===== src/rtl/cc_mon_pkg.sv =====
package cc_mon_pkg;

  typedef enum logic [1:0] {
    TERM_NONE   = 2'd0,
    TERM_PULLUP = 2'd1,
    TERM_PULLDN = 2'd2,
    TERM_SPARE  = 2'd3
  } term_e;

  typedef enum logic [2:0] {
    ST_OPEN = 3'd0,
    ST_RA   = 3'd1,
    ST_SNK  = 3'd2,
    ST_1A5  = 3'd3,
    ST_3A0  = 3'd4
  } ccst_e;

  localparam int NUM_LINES = 2;

endpackage


===== src/rtl/cc_line_classify.sv =====
module cc_line_classify
  import cc_mon_pkg::*;
#(
  parameter int MV_W     = 13,
  parameter int NC_MV    = 2600,
  parameter int RA_MV    = 200,
  parameter int SRC15_MV = 660,
  parameter int SRC30_MV = 1230
) (
  input  logic [1:0]      term,
  input  logic [MV_W-1:0] mv,
  output logic [2:0]      code
);

  localparam logic [MV_W-1:0] NC_LIM    = MV_W'(NC_MV);
  localparam logic [MV_W-1:0] RA_LIM    = MV_W'(RA_MV);
  localparam logic [MV_W-1:0] SRC15_LIM = MV_W'(SRC15_MV);
  localparam logic [MV_W-1:0] SRC30_LIM = MV_W'(SRC30_MV);

  ccst_e res;

  always_comb begin
    res = ST_OPEN;
    case (term_e'(term))
      TERM_PULLUP: begin
        if (mv >= NC_LIM)      res = ST_OPEN;
        else if (mv < RA_LIM)  res = ST_RA;
        else                   res = ST_SNK;
      end
      TERM_PULLDN: begin
        if (mv >= SRC30_LIM)      res = ST_3A0;
        else if (mv >= SRC15_LIM) res = ST_1A5;
        else if (mv >= RA_LIM)    res = ST_SNK;
        else                      res = ST_OPEN;
      end
      default: res = ST_OPEN;
    endcase
  end

  assign code = res;

endmodule


===== src/rtl/cc_settle_timer.sv =====
module cc_settle_timer #(
  parameter int CLK_HZ = 250_000_000
) (
  input  logic clk,
  input  logic rst_n,
  input  logic restart,
  output logic busy
);

  localparam int SETTLE = (CLK_HZ / 1000 < 1) ? 1 : CLK_HZ / 1000;
  localparam int CW     = $clog2(SETTLE + 1);
  localparam logic [CW-1:0] LOAD = CW'(SETTLE);

  logic [CW-1:0] cnt;

  always_ff @(posedge clk) begin
    if (!rst_n)             cnt <= '0;
    else if (restart)       cnt <= LOAD;
    else if (cnt != '0)     cnt <= cnt - 1'b1;
  end

  assign busy = (cnt != '0);


  restart_reload_chk: assert property (@(posedge clk) disable iff (!rst_n)
    restart |=> (cnt == LOAD));


  busy_cause_chk: assert property (@(posedge clk) disable iff (!rst_n)
    $rose(busy) |-> $past(restart));


  no_overrun_chk: assert property (@(posedge clk) disable iff (!rst_n)
    cnt <= LOAD);

endmodule


===== src/rtl/cc_status_monitor.sv =====
module cc_status_monitor
  import cc_mon_pkg::*;
#(
  parameter int CLK_HZ   = 250_000_000,
  parameter int MV_W     = 13,
  parameter int NC_MV    = 2600,
  parameter int RA_MV    = 200,
  parameter int SRC15_MV = 660,
  parameter int SRC30_MV = 1230
) (
  input  logic            clk,
  input  logic            rst_n,
  input  logic [1:0]      term_sel,
  input  logic            smp_valid,
  output logic            smp_ready,
  input  logic [MV_W-1:0] cc1_mv,
  input  logic [MV_W-1:0] cc2_mv,
  output logic [2:0]      cc1_status,
  output logic [2:0]      cc2_status,
  output logic            cc_change
);

  logic [1:0] term_q;
  logic       term_chg;
  logic       busy;
  logic       accept;
  logic       chg_q;

  logic [MV_W-1:0] mv_in   [NUM_LINES];
  logic [2:0]      code_nx [NUM_LINES];
  logic [2:0]      st_q    [NUM_LINES];
  logic [NUM_LINES-1:0] diff;

  assign mv_in[0] = cc1_mv;
  assign mv_in[1] = cc2_mv;

  assign term_chg  = (term_sel != term_q);
  assign smp_ready = !busy && !term_chg;
  assign accept    = smp_valid && smp_ready;

  always_ff @(posedge clk) begin
    if (!rst_n)        term_q <= TERM_NONE;
    else if (term_chg) term_q <= term_sel;
  end

  cc_settle_timer #(.CLK_HZ(CLK_HZ)) u_settle (
    .clk     (clk),
    .rst_n   (rst_n),
    .restart (term_chg),
    .busy    (busy)
  );

  for (genvar g = 0; g < NUM_LINES; g++) begin : g_line
    cc_line_classify #(
      .MV_W(MV_W), .NC_MV(NC_MV), .RA_MV(RA_MV),
      .SRC15_MV(SRC15_MV), .SRC30_MV(SRC30_MV)
    ) u_cls (
      .term (term_q),
      .mv   (mv_in[g]),
      .code (code_nx[g])
    );

    assign diff[g] = (code_nx[g] != st_q[g]);

    always_ff @(posedge clk) begin
      if (!rst_n)                 st_q[g] <= ST_OPEN;
      else if (term_chg)          st_q[g] <= ST_OPEN;
      else if (accept && diff[g]) st_q[g] <= code_nx[g];
    end
  end

  always_ff @(posedge clk) begin
    if (!rst_n) chg_q <= 1'b0;
    else        chg_q <= accept && (|diff);
  end

  assign cc1_status = st_q[0];
  assign cc2_status = st_q[1];
  assign cc_change  = chg_q;


  force_open_chk: assert property (@(posedge clk) disable iff (!rst_n)
    term_chg |=> (cc1_status == 3'd0 && cc2_status == 3'd0 && !cc_change));


  change_real_chk: assert property (@(posedge clk) disable iff (!rst_n)
    cc_change |-> (cc1_status != $past(cc1_status) || cc2_status != $past(cc2_status)));


  hold_idle_chk: assert property (@(posedge clk) disable iff (!rst_n)
    (!accept && !term_chg) |=> ($stable(cc1_status) && $stable(cc2_status) && !cc_change));


  settle_block_chk: assert property (@(posedge clk) disable iff (!rst_n)
    busy |-> !smp_ready);


  none_open_chk: assert property (@(posedge clk) disable iff (!rst_n)
    (term_q == TERM_NONE || term_q == TERM_SPARE) |-> (cc1_status == 3'd0 && cc2_status == 3'd0));


  pullup_range_chk: assert property (@(posedge clk) disable iff (!rst_n)
    (term_q == TERM_PULLUP) |-> (cc1_status <= 3'd2 && cc2_status <= 3'd2));

endmodule


===== config.mk =====
export PLATFORM = sky130hd
export DESIGN_NAME = cc_status_monitor
export DESIGN_NICKNAME = d
export VERILOG_FILES = /design/src/rtl/cc_mon_pkg.sv /design/src/rtl/cc_line_classify.sv /design/src/rtl/cc_settle_timer.sv /design/src/rtl/cc_status_monitor.sv
export SDC_FILE = /design/constraint.sdc
export NUM_CORES = 1
export LEC_CHECK = 0
export BUFFER_PORTS_ARGS = -buffer_cell sky130_fd_sc_hd__buf_2
export CORE_UTILIZATION = 35
export CTS_BUF_LIST = sky130_fd_sc_hd__clkbuf_16
export CTS_CLUSTER_DIAMETER = 100
export CTS_CLUSTER_SIZE = 14
export DETAILED_ROUTE_END_ITERATION = 7
export HOLD_SLACK_MARGIN = 0.15
export PLACE_DENSITY_LB_ADDON = 0.15
export RECOVER_POWER = 100
export SLEW_MARGIN = 20
export SYNTH_ARGS = -nofsm -noshare
export SYNTH_HDL_FRONTEND = slang
export SYNTH_HIERARCHICAL = 1
export SYNTH_SLANG_ARGS = --single-unit

===== constraint.sdc =====
create_clock -name clk -period 7.6 [get_ports clk]
set_input_delay 1.52 -clock clk [delete_from_list [all_inputs] [get_ports clk]]
set_output_delay 1.52 -clock clk [all_outputs]
set_load 0.005 [all_outputs]

* Word-level counts from Yosys, hierarchy flattened
Memory sizes are Yosys's and may differ from the RTL's. Index checks and enable logic that the tools add are counted.
Word-level totals: output and inout bits 8, register bits 21, bits of input ports 31, memories 1, bits in writable memories 6
Memories:
- st_q | depth 2, bits a word 3, rd ports 2, clocked after memory_dff 0, write ports 2, RTL line cc_status_monitor.sv:31 | logic [2:0] st_q [NUM_LINES];
Operators by class: eq/ne operators 5, reduce and logical (&&, ||, !) cells 11, add/subtract/negate cells 1, magnitude comparators 10, multiplexer cells 30, bitwise gates (word level) 5
Operators with widths (count):
- 18-bit 2-to-1 mux | 2
- 3-bit 2-to-1 mux | 10
- 13-bit by 10-bit >= comparator with 1-bit output, second input constant | 2
- 13-bit by 11-bit >= comparator with 1-bit output, second input constant | 2
- 13-bit by 12-bit >= comparator with 1-bit output, second input constant | 2
- 13-bit by 8-bit >= comparator with 1-bit output, second input constant | 2
- 13-bit by 8-bit less-than comparator with 1-bit output, second input constant | 2
- 18-bit nonzero test | 1
- 18-bit by 1-bit subtractor with 18-bit output, second input constant | 1
- 1-bit 2-to-1 mux | 12
- 3-bit one-hot mux with 2 select lines | 2
- 2-bit 2-to-1 mux | 4
- 3-bit != test | 2
- 1-bit logical AND | 5
- 1-bit OR | 4
- 2-bit OR reduction | 2
- 2-bit by 1-bit == test with 1-bit output, second input constant | 1
- 2-bit == test, second input constant | 1
- 1-bit logical NOT | 2
- 2-bit != test | 1
- 2-bit nonzero test | 1
- 1-bit NOT | 1

* Depth between registers and ports, before layout
Gate-level depths: netlist of the first run.
depth in word-level cells 12, mapped depth 8, gate-level depth less buffers 8

* Hierarchy
Netlist of the first run, hierarchy kept.
By module, submodules not included:
- cc_settle_timer | seq. area each 360.3 sq um, times used 1, area an instance 998.5 sq um, cells each 123
- cc_status_monitor | seq. area each 240.2 sq um, times used 1, area an instance 461.7 sq um, cells each 36
- cc_line_classify | seq. area each 0.0 sq um, times used 2, area an instance 196.4 sq um, cells each 28

* Worst setup path before layout of the first run
No wires, ideal clock.
path kind input-to-reg, start point in cc2_mv[7], end point mem st_q[1][0], enable pin, setup time 0.362 ns, setup slack 4.079 ns, cell stages on the path 6, data arrival time 3.159 ns, required time 7.238 ns, path through a311o_1 > a221o_1 > a211oi_1 > xor2_1 > nor3_2 > o311ai_1
RTL lines:
- from (decl) | RTL line cc_status_monitor.sv:17 | input logic [MV_W-1:0] cc2_mv,
- to (decl) | RTL line cc_status_monitor.sv:31

* Worst setup path in the final report of the first run
start point in term_sel[0], end point out smp_ready
On the way: word-level cells in the longest chain between the ends 3
RTL lines:
- from (decl) | RTL line cc_status_monitor.sv:13 | input logic [1:0] term_sel,
- 2-bit != test | RTL line cc_status_monitor.sv:37 | assign term_chg = (term_sel != term_q);
- named net term_chg | RTL line cc_status_monitor.sv:24 | logic term_chg;
- 1-bit logical NOT | RTL line cc_status_monitor.sv:38 | assign smp_ready = !busy && !term_chg;
- 1-bit logical AND | RTL line cc_status_monitor.sv:38
- to (decl) | RTL line cc_status_monitor.sv:15 | output logic smp_ready,
The timed path passes the listed nets, and every way through them passes these cells.

==> insert_results.sql, run 1 <==
INSERT INTO impl_metrics (metric_group, metric, value, unit) VALUES
('setup_path', 'worst_ep_arrival_time', '2600', 'ps'),
('synth', 'netlist_instances', '215', ''),
('route', 'number_of_detailed_routing_iterations_run_before_antenna_repair', '4', ''),
('die', 'placementRows', '26', ''),
('sta', 'timing.final.crit_period', '4118', 'ps'),
('die', 'floorplan.die.width', '74.76', 'µm'),
('pwr', 'power-per-cell-area', '174.9', 'nW/µm²'),
('setup_path', 'critPathCaptureType', 'primary output', ''),
('setup_path', 'cp-start-kind', 'input pin', ''),
('clocking', 'clock-root-buffer', 'sky130_fd_sc_hd__clkbuf_16', ''),
('synth', 'synthTopCellsByArea', 'sky130_fd_sc_hd__dfxtp_1, sky130_fd_sc_hd__edfxtp_1, sky130_fd_sc_hd__ha_1, sky130_fd_sc_hd__nand2_1, sky130_fd_sc_hd__nor3b_1', ''),
('outcome', 'status', 'finished clean', ''),
('place', 'dpl.hpwl', '3155', 'µm'),
('grt', 'number_of_antenna_violations_at_the_first_check_in_global_routing', '0', ''),
('sta', 'max_slew.worst_pin.slew', '848.0', 'ps'),
('place', 'placedInstanceArea', '2097', 'µm²'),
('synth', 'avgSynthCellArea', '8.619', 'µm²'),
('final_layout', 'drive_gt1_share', '15.26', '%'),
('clocking', 'cts_hold_buf', '0', ''),
('sta', 'min_period_over_period', '54.18', '%'),
('flow_run', 'drv.max_cap_violation_count', '0', ''),
('route', 'route.vias.total', '1744', ''),
('synth', 'async_flop_share', '0', '%'),
('pwr', 'overall_power_of_the_completed_layout', '375.9', 'µW'),
('final_layout', 'design_area', '2150', 'µm²'),
('die', 'die_y', '74.76', 'µm'),
('final_layout', 'antenna_cells_inserted', '0', ''),
('setup_path', 'critical-path-top-delay-family', 'buffers and inverters', ''),
('synth', 'ys_seq_elements', '27', ''),
('synth', 'synth_edf_count', '6', ''),
('grt', 'global_route.usage.total', '15.19', '%'),
('clocking', 'cts.sinks', '27', ''),
('die', 'top_level_ports', '39', ''),
('setup_path', 'cpPeakStageDelay', '230', 'ps'),
('sta', 'setup_viol', '0', ''),
('route', 'routed_wl', '4152', 'µm'),
('synth', 'synth_top_cell_area_share', '22.69', '%'),
('grt', 'grt_pass1_wl', '6561', 'µm'),
('synth', 'synth_flop_cell', 'sky130_fd_sc_hd__dfxtp_1', ''),
('worst_hold_path', 'worst_hold_path_type', 'reg2reg', ''),
('grt', 'grt_overflow', '0', ''),
('synth', 'syn_area', '1853', 'µm²'),
('synth', 'syn-num-nets', '252', ''),
('sta', 'final.hold.worst_slack', '484.8', 'ps'),
('grt', 'grt_start_max_net_pins', '16', ''),
('synth', 'count_of_unique_library_cells_instantiated_by_yosys', '50', ''),
('pwr', 'p_leak', '0.8301', 'nW'),
('sta', 'skew', '2.744', 'ps'),
('sta', 'hold_viol', '0', ''),
('final_layout', 'num-nets-final', '287', ''),
('clocking', 'tritoncts.num_buffers', '3', ''),
('die', 'initial_core_util', '36.28', '%'),
('clocking', 'cts_tree', 'built', ''),
('clocking', 'cts_max_path_buffers', '2', ''),
('die', 'design.die.area', '5589', 'µm²'),
('final_layout', 'syn2layout_area_growth', '16.00', '%'),
('sta', 'timing.slew.headroom', '43.35', '%'),
('sta', 'fmax', '242.8', 'MHz'),
('pwr', 'vdd_drop_max', '0.1193', 'mV'),
('route', 'first_iter_violations', '63', ''),
('die', 'core_footprint', '5107', 'µm²'),
('sta', 'setup_tns', '0', 'ps'),
('clocking', 'cts_setup_buffers', '0', ''),
('place', 'globalplace.congestion', '0.7554', ''),
('sta', 'setup_repair_after_global_routing_missed_its_margin', 'no', ''),
('place', 'placement.io_buffers', '36', ''),
('setup_path', 'critical_path_buf_inv_count', '3', ''),
('route', 'drcViolationCount', '0', ''),
('clocking', 'clock_tree.htree_level_count', '1', ''),
('route', 'postRouteAntennaNets', '0', ''),
('setup_path', 'cpMaxStageDelayCell', 'sky130_fd_sc_hd__xnor2_1', '');
-- path summary, 6_finish.rpt --
kind	startpoint	end	slack, ps	depth (start not counted)
setup / recovery	term_sel[0]	smp_ready	3480	6
hold / removal	u_settle/cnt[10]	u_settle/cnt[10]	480	2
setup reg to reg	u_settle/cnt[13]	st_q[0][1]	4590	4
hold reg to reg	u_settle/cnt[10]	u_settle/cnt[10]	480	2
-- layout make-up --
class                      instances  area (µm²)
fill                             553        2958
multi-input combinational        172        1179
sequential                        27       600.6
timing repair buffer              36       165.2
tap                               70       87.58
clock buffer                       3       75.07
inverter                          10       37.54
clock inverter                     1       5.005
-- worst reg2reg max path: stages, from the launching register on --
cell and delay (ps):
sky130_fd_sc_hd__dfxtp_1 330, sky130_fd_sc_hd__or4_1 640, sky130_fd_sc_hd__or2_2 350, sky130_fd_sc_hd__or4_1 590
sky130_fd_sc_hd__o311ai_0 730
-- report_power, final --
group | switching, mW | internal (mW) | leakage, nW | total (mW)
clock network | 0.0486 | 0.0710 | 0.0409 | 0.120
registers | 0.00956 | 0.156 | 0.243 | 0.166
logic | 0.0538 | 0.0368 | 0.546 | 0.0906
-- state kept, by name, summed over array words and instances, names as in the netlist --
| signal | flops |
|---|---|
| cc_change | 1 |
| term_q | 2 |
| st_q | 6 |
| u_settle/cnt | 18 |
-- per-stage QoR --
stage	std cells	worst slack, ps
final	319	3482
after global routing	319	3380
after CTS	319	3550
after detailed placement	315	3556
after global placement	315	3555
after floorplan	215	4079
-- cells in the final DEF (no fill, tap or decap), drive strengths merged, types with 3 or more instances in the layout --
cell    instances
buf            24
dfxtp          21
nand2          18
clkbuf         15
a21oi          13
nor3           12
nor2           11
inv            10
nor3b           9
or4             9
o21ai           9
or3             8
xor2            6
ha              6
edfxtp          6
o31ai           5
o311ai          4
nor2b           4
nor4            4
mux2i           4
o211ai          3
nor4b           3
a211oi          3
a31oi           3
and3            3
and2            3
-- cell families after synthesis --
kind of cell | after synthesis | share of synthesized area, %
and+or+nand+nor | 94 | 30.52
DFF | 27 | 32.41
buffers and inverters | 16 | 3.309
muxes | 4 | 2.161
adders and majority gates | 6 | 4.051
AOI/OAI and AO/OA | 60 | 22.96
xor gates and xnor gates | 8 | 4.591
-- routing by layer --
| metal | routed length (µm) | part of all wire, % | track usage [%] |
|---|---|---|---|
| met3 | 177 | 4.3 | 3.481 |
| met4 | 22 | 0.53 | 3.564 |
| met1 | 2132 | 51 | 20.08 |
| met5 | 0 | 0 | 0 |
| met2 | 1819 | 44 | 25.23 |
-- cell usage after synthesis (3+ instances only) --
cell type	count
sky130_fd_sc_hd__nor3_1	10
sky130_fd_sc_hd__nand2_1	18
sky130_fd_sc_hd__or3_1	7
sky130_fd_sc_hd__inv_1	10
sky130_fd_sc_hd__nor4b_1	3
sky130_fd_sc_hd__or4_1	8
sky130_fd_sc_hd__nor3b_1	9
sky130_fd_sc_hd__a211oi_1	3
sky130_fd_sc_hd__mux2i_1	4
sky130_fd_sc_hd__o211ai_1	3
sky130_fd_sc_hd__o21ai_0	7
sky130_fd_sc_hd__clkbuf_1	5
sky130_fd_sc_hd__and2_1	3
sky130_fd_sc_hd__dfxtp_1	21
sky130_fd_sc_hd__and3_1	3
sky130_fd_sc_hd__nor4_1	4
sky130_fd_sc_hd__edfxtp_1	6
sky130_fd_sc_hd__nor2b_1	4
sky130_fd_sc_hd__a21oi_1	13
sky130_fd_sc_hd__nor2_1	11
sky130_fd_sc_hd__ha_1	6
sky130_fd_sc_hd__a31oi_1	3
sky130_fd_sc_hd__o31ai_1	5
sky130_fd_sc_hd__xor2_1	6
No activity file was read; power rests on OpenSTA's default activity.
==> inputs of run 2 (changes only) <==
==> constraint.sdc (replaced) <==
create_clock -name clk -period 3.3 [get_ports clk]
set_input_delay 0.66 -clock clk [delete_from_list [all_inputs] [get_ports clk]]
set_output_delay 0.66 -clock clk [all_outputs]
set_load 0.005 [all_outputs]
==> insert_results.sql, run 2 (synthesis results as in run 1) <==
INSERT INTO impl_metrics (metric_group, metric, value, unit) VALUES
('outcome', 'status', 'finished clean', ''),
('clocking', 'cts_hold_buf', '0', ''),
('setup_path', 'timing.setup.critical_path_class', 'reg2out', ''),
('final_layout', 'antenna_cells_inserted', '0', ''),
('route', 'drcViolationCount', '0', ''),
('setup_path', 'cpMaxStageDelayCell', 'sky130_fd_sc_hd__or4_1', ''),
('setup_path', 'timing.reg2reg.worst_path_depth', '4', ''),
('worst_hold_path', 'hold_path_end', 'u_settle/cnt[10]', ''),
('sta', 'slew_violations', '0', ''),
('setup_path', 'timing.reg2reg.setup_slack', '330', 'ps'),
('route', 'number_of_detailed_routing_iterations_run_before_antenna_repair', '4', ''),
('clocking', 'tritoncts.num_buffers', '3', ''),
('pwr', 'total_switching_power', '257.6', 'µW'),
('worst_hold_path', 'hold-path-cell-count', '2', ''),
('clocking', 'clock-root-buffer', 'sky130_fd_sc_hd__clkbuf_16', ''),
('route', 'route.detailed.vias_per_inst', '5.376', ''),
('clocking', 'ctsResizeCount', '0', ''),
('clocking', 'cts.sinks', '27', ''),
('clocking', 'path_clk_slew', '70', 'ps'),
('sta', 'fmax', '319.9', 'MHz'),
('sta', 'setup_tns', '0', 'ps'),
('die', 'floorplan.die.width', '74.76', 'µm'),
('pwr', 'power_frac_comb', '24.5', '%'),
('setup_path', 'timing.rr.end', 'st_q[0][1]', ''),
('route', 'postRouteAntennaNets', '0', ''),
('setup_path', 'cpPeakStageDelay', '610', 'ps'),
('route', 'routed_wl', '4057', 'µm'),
('setup_path', 'timing.rr.start', 'u_settle/cnt[11]', ''),
('place', 'globalplace.congestion', '0.8291', ''),
('sta', 'setup_repair_after_global_routing_missed_its_margin', 'no', ''),
('setup_path', 'critical_path.most_common_cell', 'sky130_fd_sc_hd__or4_1', ''),
('pwr', 'clock_power_share', '31.7', '%'),
('grt', 'grt_overflow', '0', ''),
('setup_path', 'worst_ep_arrival_time', '2470', 'ps'),
('setup_path', 'critPathCaptureType', 'primary output', ''),
('clocking', 'cts_tree', 'built', ''),
('final_layout', 'largest_reg_flops', '18', ''),
('clocking', 'worstSkewPairLatency', '260', 'ps'),
('grt', 'global_route.usage.total', '15.38', '%'),
('sta', 'skew', '3.149', 'ps'),
('sta', 'hold_viol', '0', ''),
('die', 'design.die.area', '5589', 'µm²'),
('final_layout', 'drive_gt1_share', '17.46', '%'),
('sta', 'timing.slew.headroom', '49.70', '%'),
('grt', 'number_of_antenna_violations_at_the_first_check_in_global_routing', '0', ''),
('route', 'route.vias.total', '1731', ''),
('final_layout', 'largest_registers', 'u_settle/cnt x18, st_q x6, term_q x2', ''),
('setup_path', 'critical-path-top-delay-family', 'simple AND/OR/NAND/NOR gates', ''),
('place', 'placement.io_buffers', '36', ''),
('pwr', 'sw_frac_of_total', '29.54', '%'),
('pwr', 'p_leak', '0.8499', 'nW'),
('die', 'placementRows', '26', ''),
('worst_hold_path', 'worst_hold_startpoint', 'u_settle/cnt[10]', ''),
('die', 'die_y', '74.76', 'µm'),
('grt', 'grt_pass1_wl', '6617', 'µm'),
('clocking', 'cts_setup_buffers', '0', ''),
('pwr', 'vdd_drop_max', '0.3007', 'mV'),
('place', 'placedInstanceArea', '2120', 'µm²'),
('route', 'first_iter_violations', '50', ''),
('pwr', 'internal_power', '614.3', 'µW'),
('setup_path', 'critical_path_buf_inv_count', '1', ''),
('pwr', 'power-per-cell-area', '400.7', 'nW/µm²'),
('clocking', 'cts_max_path_buffers', '2', ''),
('worst_hold_path', 'worst_hold_path_type', 'reg2reg', ''),
('place', 'detailedPlace.worstSlack', '302.8', 'ps'),
('route', 'wl_per_cell', '12.60', 'µm'),
('final_layout', 'num-nets-final', '290', ''),
('sta', 'setup_viol', '0', ''),
('sta', 'timing.final.crit_period', '3126', 'ps'),
('setup_path', 'cp-start-kind', 'flip-flop', ''),
('die', 'initial_core_util', '36.28', '%'),
('sta', 'setup_slack', '173.6', 'ps'),
('final_layout', 'most-common-layout-cells', 'sky130_fd_sc_hd__buf_2, sky130_fd_sc_hd__dfxtp_1, sky130_fd_sc_hd__nand2_1, sky130_fd_sc_hd__a21oi_1, sky130_fd_sc_hd__nor2_1', ''),
('setup_path', 'critical_path_required_time', '2640', 'ps'),
('sta', 'min_period_over_period', '94.74', '%'),
('die', 'top_level_ports', '39', ''),
('final_layout', 'final_common_cell', 'sky130_fd_sc_hd__buf_2', ''),
('place', 'dpl.hpwl', '3164', 'µm'),
('sta', 'max_slew.worst_pin.slew', '745.1', 'ps'),
('flow_run', 'drv.max_cap_violation_count', '0', ''),
('setup_path', 'critical_path.max_fanout', '7', ''),
('final_layout', 'registers.top_by_ff_count', 'u_settle/cnt', ''),
('grt', 'grt_pass1_vias', '1452', ''),
('die', 'core_footprint', '5107', 'µm²'),
('setup_path', 'critical_path.cell_chain', 'or4_1 -> or2_2 -> or4_1 -> nor2_1 -> clkbuf_1', ''),
('grt', 'grt_start_max_net_pins', '16', ''),
('final_layout', 'syn2layout_area_growth', '17.42', '%'),
('clocking', 'clock_tree.htree_level_count', '1', ''),
('pwr', 'p_seq_share', '43.8', '%'),
('final_layout', 'design_area', '2176', 'µm²');
-- run 2: cell type report --
cell class	count	area (µm²)
inverter	10	37.54
sequential	27	600.6
clock buffer	3	75.07
multi-input combinational	172	1181
fill	552	2932
tap	70	87.58
timing repair buffer	39	188.9
clock inverter	1	5.005
-- run 2: power groups by stage --
stage / sequential (mW) / clock, mW / combinational [mW]
finish: 0.382 / 0.276 / 0.214
global route: 0.385 / 0.304 / 0.245
CTS: 0.381 / 0.286 / 0.220
detailed placement: 0.389 / 0 / 0.219
global placement: 0.389 / 0 / 0.218
floorplan: 0.384 / 0 / 0.151
-- run 2: worst register-to-register path: cells and delay by family (launching register included) --
family	cells	cell delay, ps
AO/OA/AOI/OAI	1	710
flip-flops	1	350
AND/OR/NAND/NOR	3	1540
-- run 2: per-layer routing --
layer  global-route usage [%]  share of wire, %  vias to the layer above
met5                        0                 0                        -
met4                    3.145              0.54                        0
met3                    3.213               4.4                        2
met2                    25.83                44                       36
met1                    20.46                51                      779
li1                         -                 -                      914
-- run 2: how the worst max path moves through the flow --
stage,endpoint,slack (ps),cells after the start,startpoint
floorplan,st_q[1][0],640,6,cc2_mv[7]
global placement,st_q[0][2],290,7,cc1_mv[7]
detailed placement,st_q[0][0],300,7,cc1_mv[7]
CTS,smp_ready,170,5,u_settle/cnt[11]
global route,smp_ready,30,5,u_settle/cnt[11]
finish,smp_ready,170,5,u_settle/cnt[11]
-- run 2: stage by stage --
stage	hold WS (ps)	instances	utilization (%)	power, mW
3_3_place_gp	477.4	318	41.50	0.6071
2_1_floorplan	451.3	215	-	0.5342
4_1_cts	485.6	322	43.07	0.8875
3_5_place_dp	476.2	318	41.50	0.6075
6_report	479.5	322	42.60	0.8719
5_1_grt	501.2	322	42.60	0.9331
==> inputs of run 3 (changes only) <==
--- a/config.mk
+++ b/config.mk
@@ -6,7 +6,7 @@
 export NUM_CORES = 1
 export LEC_CHECK = 0
 export BUFFER_PORTS_ARGS = -buffer_cell sky130_fd_sc_hd__buf_2
-export CORE_UTILIZATION = 35
+export CORE_UTILIZATION = 46
 export CTS_BUF_LIST = sky130_fd_sc_hd__clkbuf_16
 export CTS_CLUSTER_DIAMETER = 100
 export CTS_CLUSTER_SIZE = 14
==> insert_results.sql, run 3 (synthesis results as in run 1) <==
INSERT INTO impl_metrics (metric_group, metric, value, unit) VALUES
('pwr', 'p_seq_share', '43.6', '%'),
('route', 'wl_met3', '213', 'µm'),
('final_layout', 'largest_reg_flops', '18', ''),
('worst_hold_path', 'worst_hold_path_type', 'reg2reg', ''),
('route', 'routedLengthMet1', '2072', 'µm'),
('setup_path', 'critical_path.most_common_cell', 'sky130_fd_sc_hd__or4_1', ''),
('sta', 'timing.slew.headroom', '45.74', '%'),
('flow_run', 'drv.max_cap_violation_count', '0', ''),
('setup_path', 'timing.rr.start', 'u_settle/cnt[11]', ''),
('route', 'detailroute.wirelength.met2', '1787', 'µm'),
('clocking', 'cts_setup_buffers', '0', ''),
('worst_hold_path', 'worst_hold_startpoint', 'u_settle/cnt[13]', ''),
('place', 'dp_cells', '295', ''),
('grt', 'grt_pass1_vias', '1636', ''),
('final_layout', 'syn2layout_area_growth', '15.67', '%'),
('sta', 'hold_viol', '0', ''),
('grt', 'global_route.usage.total', '21.08', '%'),
('setup_path', 'critical_path.cell_chain', 'or4_1 -> or2_2 -> or4_1 -> nor2_1 -> clkbuf_2', ''),
('die', 'top_level_ports', '39', ''),
('final_layout', 'final-instance-count-excl-fill', '299', ''),
('final_layout', 'num-nets-final', '289', ''),
('clocking', 'ctsResizeCount', '0', ''),
('setup_path', 'worst_ep_arrival_time', '2450', 'ps'),
('clocking', 'clock_tree.htree_level_count', '1', ''),
('clocking', 'cts_tree', 'built', ''),
('sta', 'fmax', '321.2', 'MHz'),
('final_layout', 'drive_gt1_share', '17.93', '%'),
('sta', 'setup_tns', '0', 'ps'),
('route', 'highest_metal_layer_with_signal_wires', 'met4', ''),
('die', 'core_footprint', '3771', 'µm²'),
('setup_path', 'critPathCaptureType', 'primary output', ''),
('worst_hold_path', 'hold-path-cell-count', '2', ''),
('sta', 'timing.final.crit_period', '3113', 'ps'),
('pwr', 'total_switching_power', '263.8', 'µW'),
('final_layout', 'n_fill_cell', '349', ''),
('pwr', 'clock_power_share', '32.1', '%'),
('setup_path', 'timing.setup.critical_path_class', 'reg2out', ''),
('grt', 'grt_overflow', '0', ''),
('die', 'floorplan.die.width', '65.47', 'µm'),
('outcome', 'status', 'finished clean', ''),
('grt', 'number_of_antenna_violations_at_the_first_check_in_global_routing', '0', ''),
('route', 'first_iter_violations', '113', ''),
('worst_hold_path', 'hold_path_end', 'u_settle/cnt[13]', ''),
('die', 'die_y', '65.47', 'µm'),
('clocking', 'cts_hold_buf', '0', ''),
('sta', 'skew', '4.727', 'ps'),
('route', 'route.detailed.vias_per_inst', '5.910', ''),
('setup_path', 'timing.rr.end', 'st_q[1][0]', ''),
('final_layout', 'registers.top_by_ff_count', 'u_settle/cnt', ''),
('route', 'wl_per_cell', '13.82', 'µm'),
('sta', 'setup_repair_after_global_routing_missed_its_margin', 'no', ''),
('sta', 'setup_viol', '0', ''),
('place', 'globalplace.congestion', '0.7866', ''),
('die', 'placementRows', '22', ''),
('setup_path', 'critical_path.max_fanout', '7', ''),
('place', 'placement.io_buffers', '36', ''),
('setup_path', 'cpMaxStageDelayCell', 'sky130_fd_sc_hd__or4_1', ''),
('route', 'postRouteAntennaNets', '0', ''),
('clocking', 'cts.sinks', '27', ''),
('grt', 'grt_start_max_net_pins', '15', ''),
('die', 'design.die.area', '4286', 'µm²'),
('clocking', 'path_clk_slew', '70', 'ps'),
('setup_path', 'timing.reg2reg.worst_path_depth', '4', ''),
('clocking', 'worstSkewPairLatency', '270', 'ps'),
('final_layout', 'most-common-layout-cells', 'sky130_fd_sc_hd__buf_2, sky130_fd_sc_hd__dfxtp_1, sky130_fd_sc_hd__nand2_1, sky130_fd_sc_hd__a21oi_1', ''),
('route', 'number_of_detailed_routing_iterations_run_before_antenna_repair', '4', ''),
('sta', 'slew_violations', '0', ''),
('clocking', 'clock-root-buffer', 'sky130_fd_sc_hd__clkbuf_16', ''),
('final_layout', 'antenna_cells_inserted', '0', ''),
('setup_path', 'timing.reg2reg.setup_slack', '300', 'ps'),
('route', 'routed_wl', '4132', 'µm'),
('pwr', 'power-per-cell-area', '408.0', 'nW/µm²'),
('setup_path', 'cp-start-kind', 'flip-flop', ''),
('final_layout', 'largest_registers', 'u_settle/cnt x18, st_q x6, term_q x2', ''),
('pwr', 'vdd_drop_max', '0.1963', 'mV'),
('sta', 'min_period_over_period', '94.34', '%'),
('pwr', 'p_leak', '0.8583', 'nW'),
('setup_path', 'cpPeakStageDelay', '600', 'ps'),
('route', 'route.vias.total', '1767', ''),
('setup_path', 'critical_path_required_time', '2640', 'ps'),
('pwr', 'internal_power', '610.8', 'µW'),
('clocking', 'tritoncts.num_buffers', '3', ''),
('sta', 'max_slew.worst_pin.slew', '812.1', 'ps'),
('pwr', 'power_frac_comb', '24.3', '%'),
('place', 'dpl.hpwl', '3109', 'µm'),
('route', 'drcViolationCount', '0', ''),
('die', 'initial_core_util', '49.14', '%'),
('grt', 'grt_pass1_wl', '7072', 'µm'),
('clocking', 'cts_max_path_buffers', '2', ''),
('pwr', 'sw_frac_of_total', '30.16', '%'),
('final_layout', 'final_common_cell', 'sky130_fd_sc_hd__buf_2', '');
[run 3: cell count changes in the layout (fill, tap and decap cells not counted)]
cell,previous run,this run
sky130_fd_sc_hd__clkbuf_2,0,1
sky130_fd_sc_hd__inv_1,10,11
sky130_fd_sc_hd__clkinv_2,1,0
sky130_fd_sc_hd__clkbuf_1,9,6
sky130_fd_sc_hd__buf_4,2,1
sky130_fd_sc_hd__buf_2,28,30
[run 3: how the worst max path moves through the flow]
| stage | from | to | slack [ps] | cells after the start |
|---|---|---|---|---|
| detailed placement | cc1_mv[7] | st_q[0][1] | 270 | 7 |
| finish | u_settle/cnt[11] | smp_ready | 190 | 5 |
| floorplan | cc2_mv[7] | st_q[1][0] | 640 | 6 |
| CTS | u_settle/cnt[11] | smp_ready | 200 | 5 |
| global placement | cc1_mv[7] | st_q[0][1] | 300 | 7 |
| global route | u_settle/cnt[14] | smp_ready | 90 | 5 |
[run 3: layout make-up]
class	instances	area (µm²)	share of cell area [%]
Clock buffer	3	75.07	3.503
Clock inverter	1	3.754	0.1751
Inverter	10	37.54	1.751
Multi-Input combinational cell	172	1181	55.11
Sequential cell	27	600.6	28.02
Tap cell	48	60.06	2.802
Timing Repair Buffer	38	185.2	8.640
[run 3: metal layers]
metal | vias up | track usage (%)
met3 | 5 | 2.431
met5 | - | 0
li1 | 913 | -
met2 | 46 | 35.44
met4 | 0 | 8.424
met1 | 803 | 27.28
[run 3: power by group through the flow]
stage / logic [mW] / clock network, mW / registers, mW
after floorplan: 0.151 / 0 / 0.384
after global placement: 0.212 / 0 / 0.388
after CTS: 0.215 / 0.285 / 0.381
after global routing: 0.242 / 0.297 / 0.386
final: 0.212 / 0.281 / 0.381
after detailed placement: 0.214 / 0 / 0.388
[run 3: worst max-delay path: cells and delay by family, from the launching register on]
family                 cells  cell delay (ps)
buffers and inverters      1              130
DFF                        1              360
and+or+nand+nor            4             1700
[run 3: per-stage QoR]
step	area (µm²)	hold slack, ps	total power [mW]	util [%]	setup WS (ps)
2_1_floorplan	1853	451.3	0.5342	-	639.2
3_3_place_gp	2085	469.1	0.6004	55.28	302.3
3_5_place_dp	2085	475.8	0.6028	55.28	266.4
4_1_cts	2163	484.8	0.8816	57.37	198.3
5_1_grt	2143	506.9	0.9253	56.83	89.68
6_report	2143	489.0	0.8745	56.83	186.9
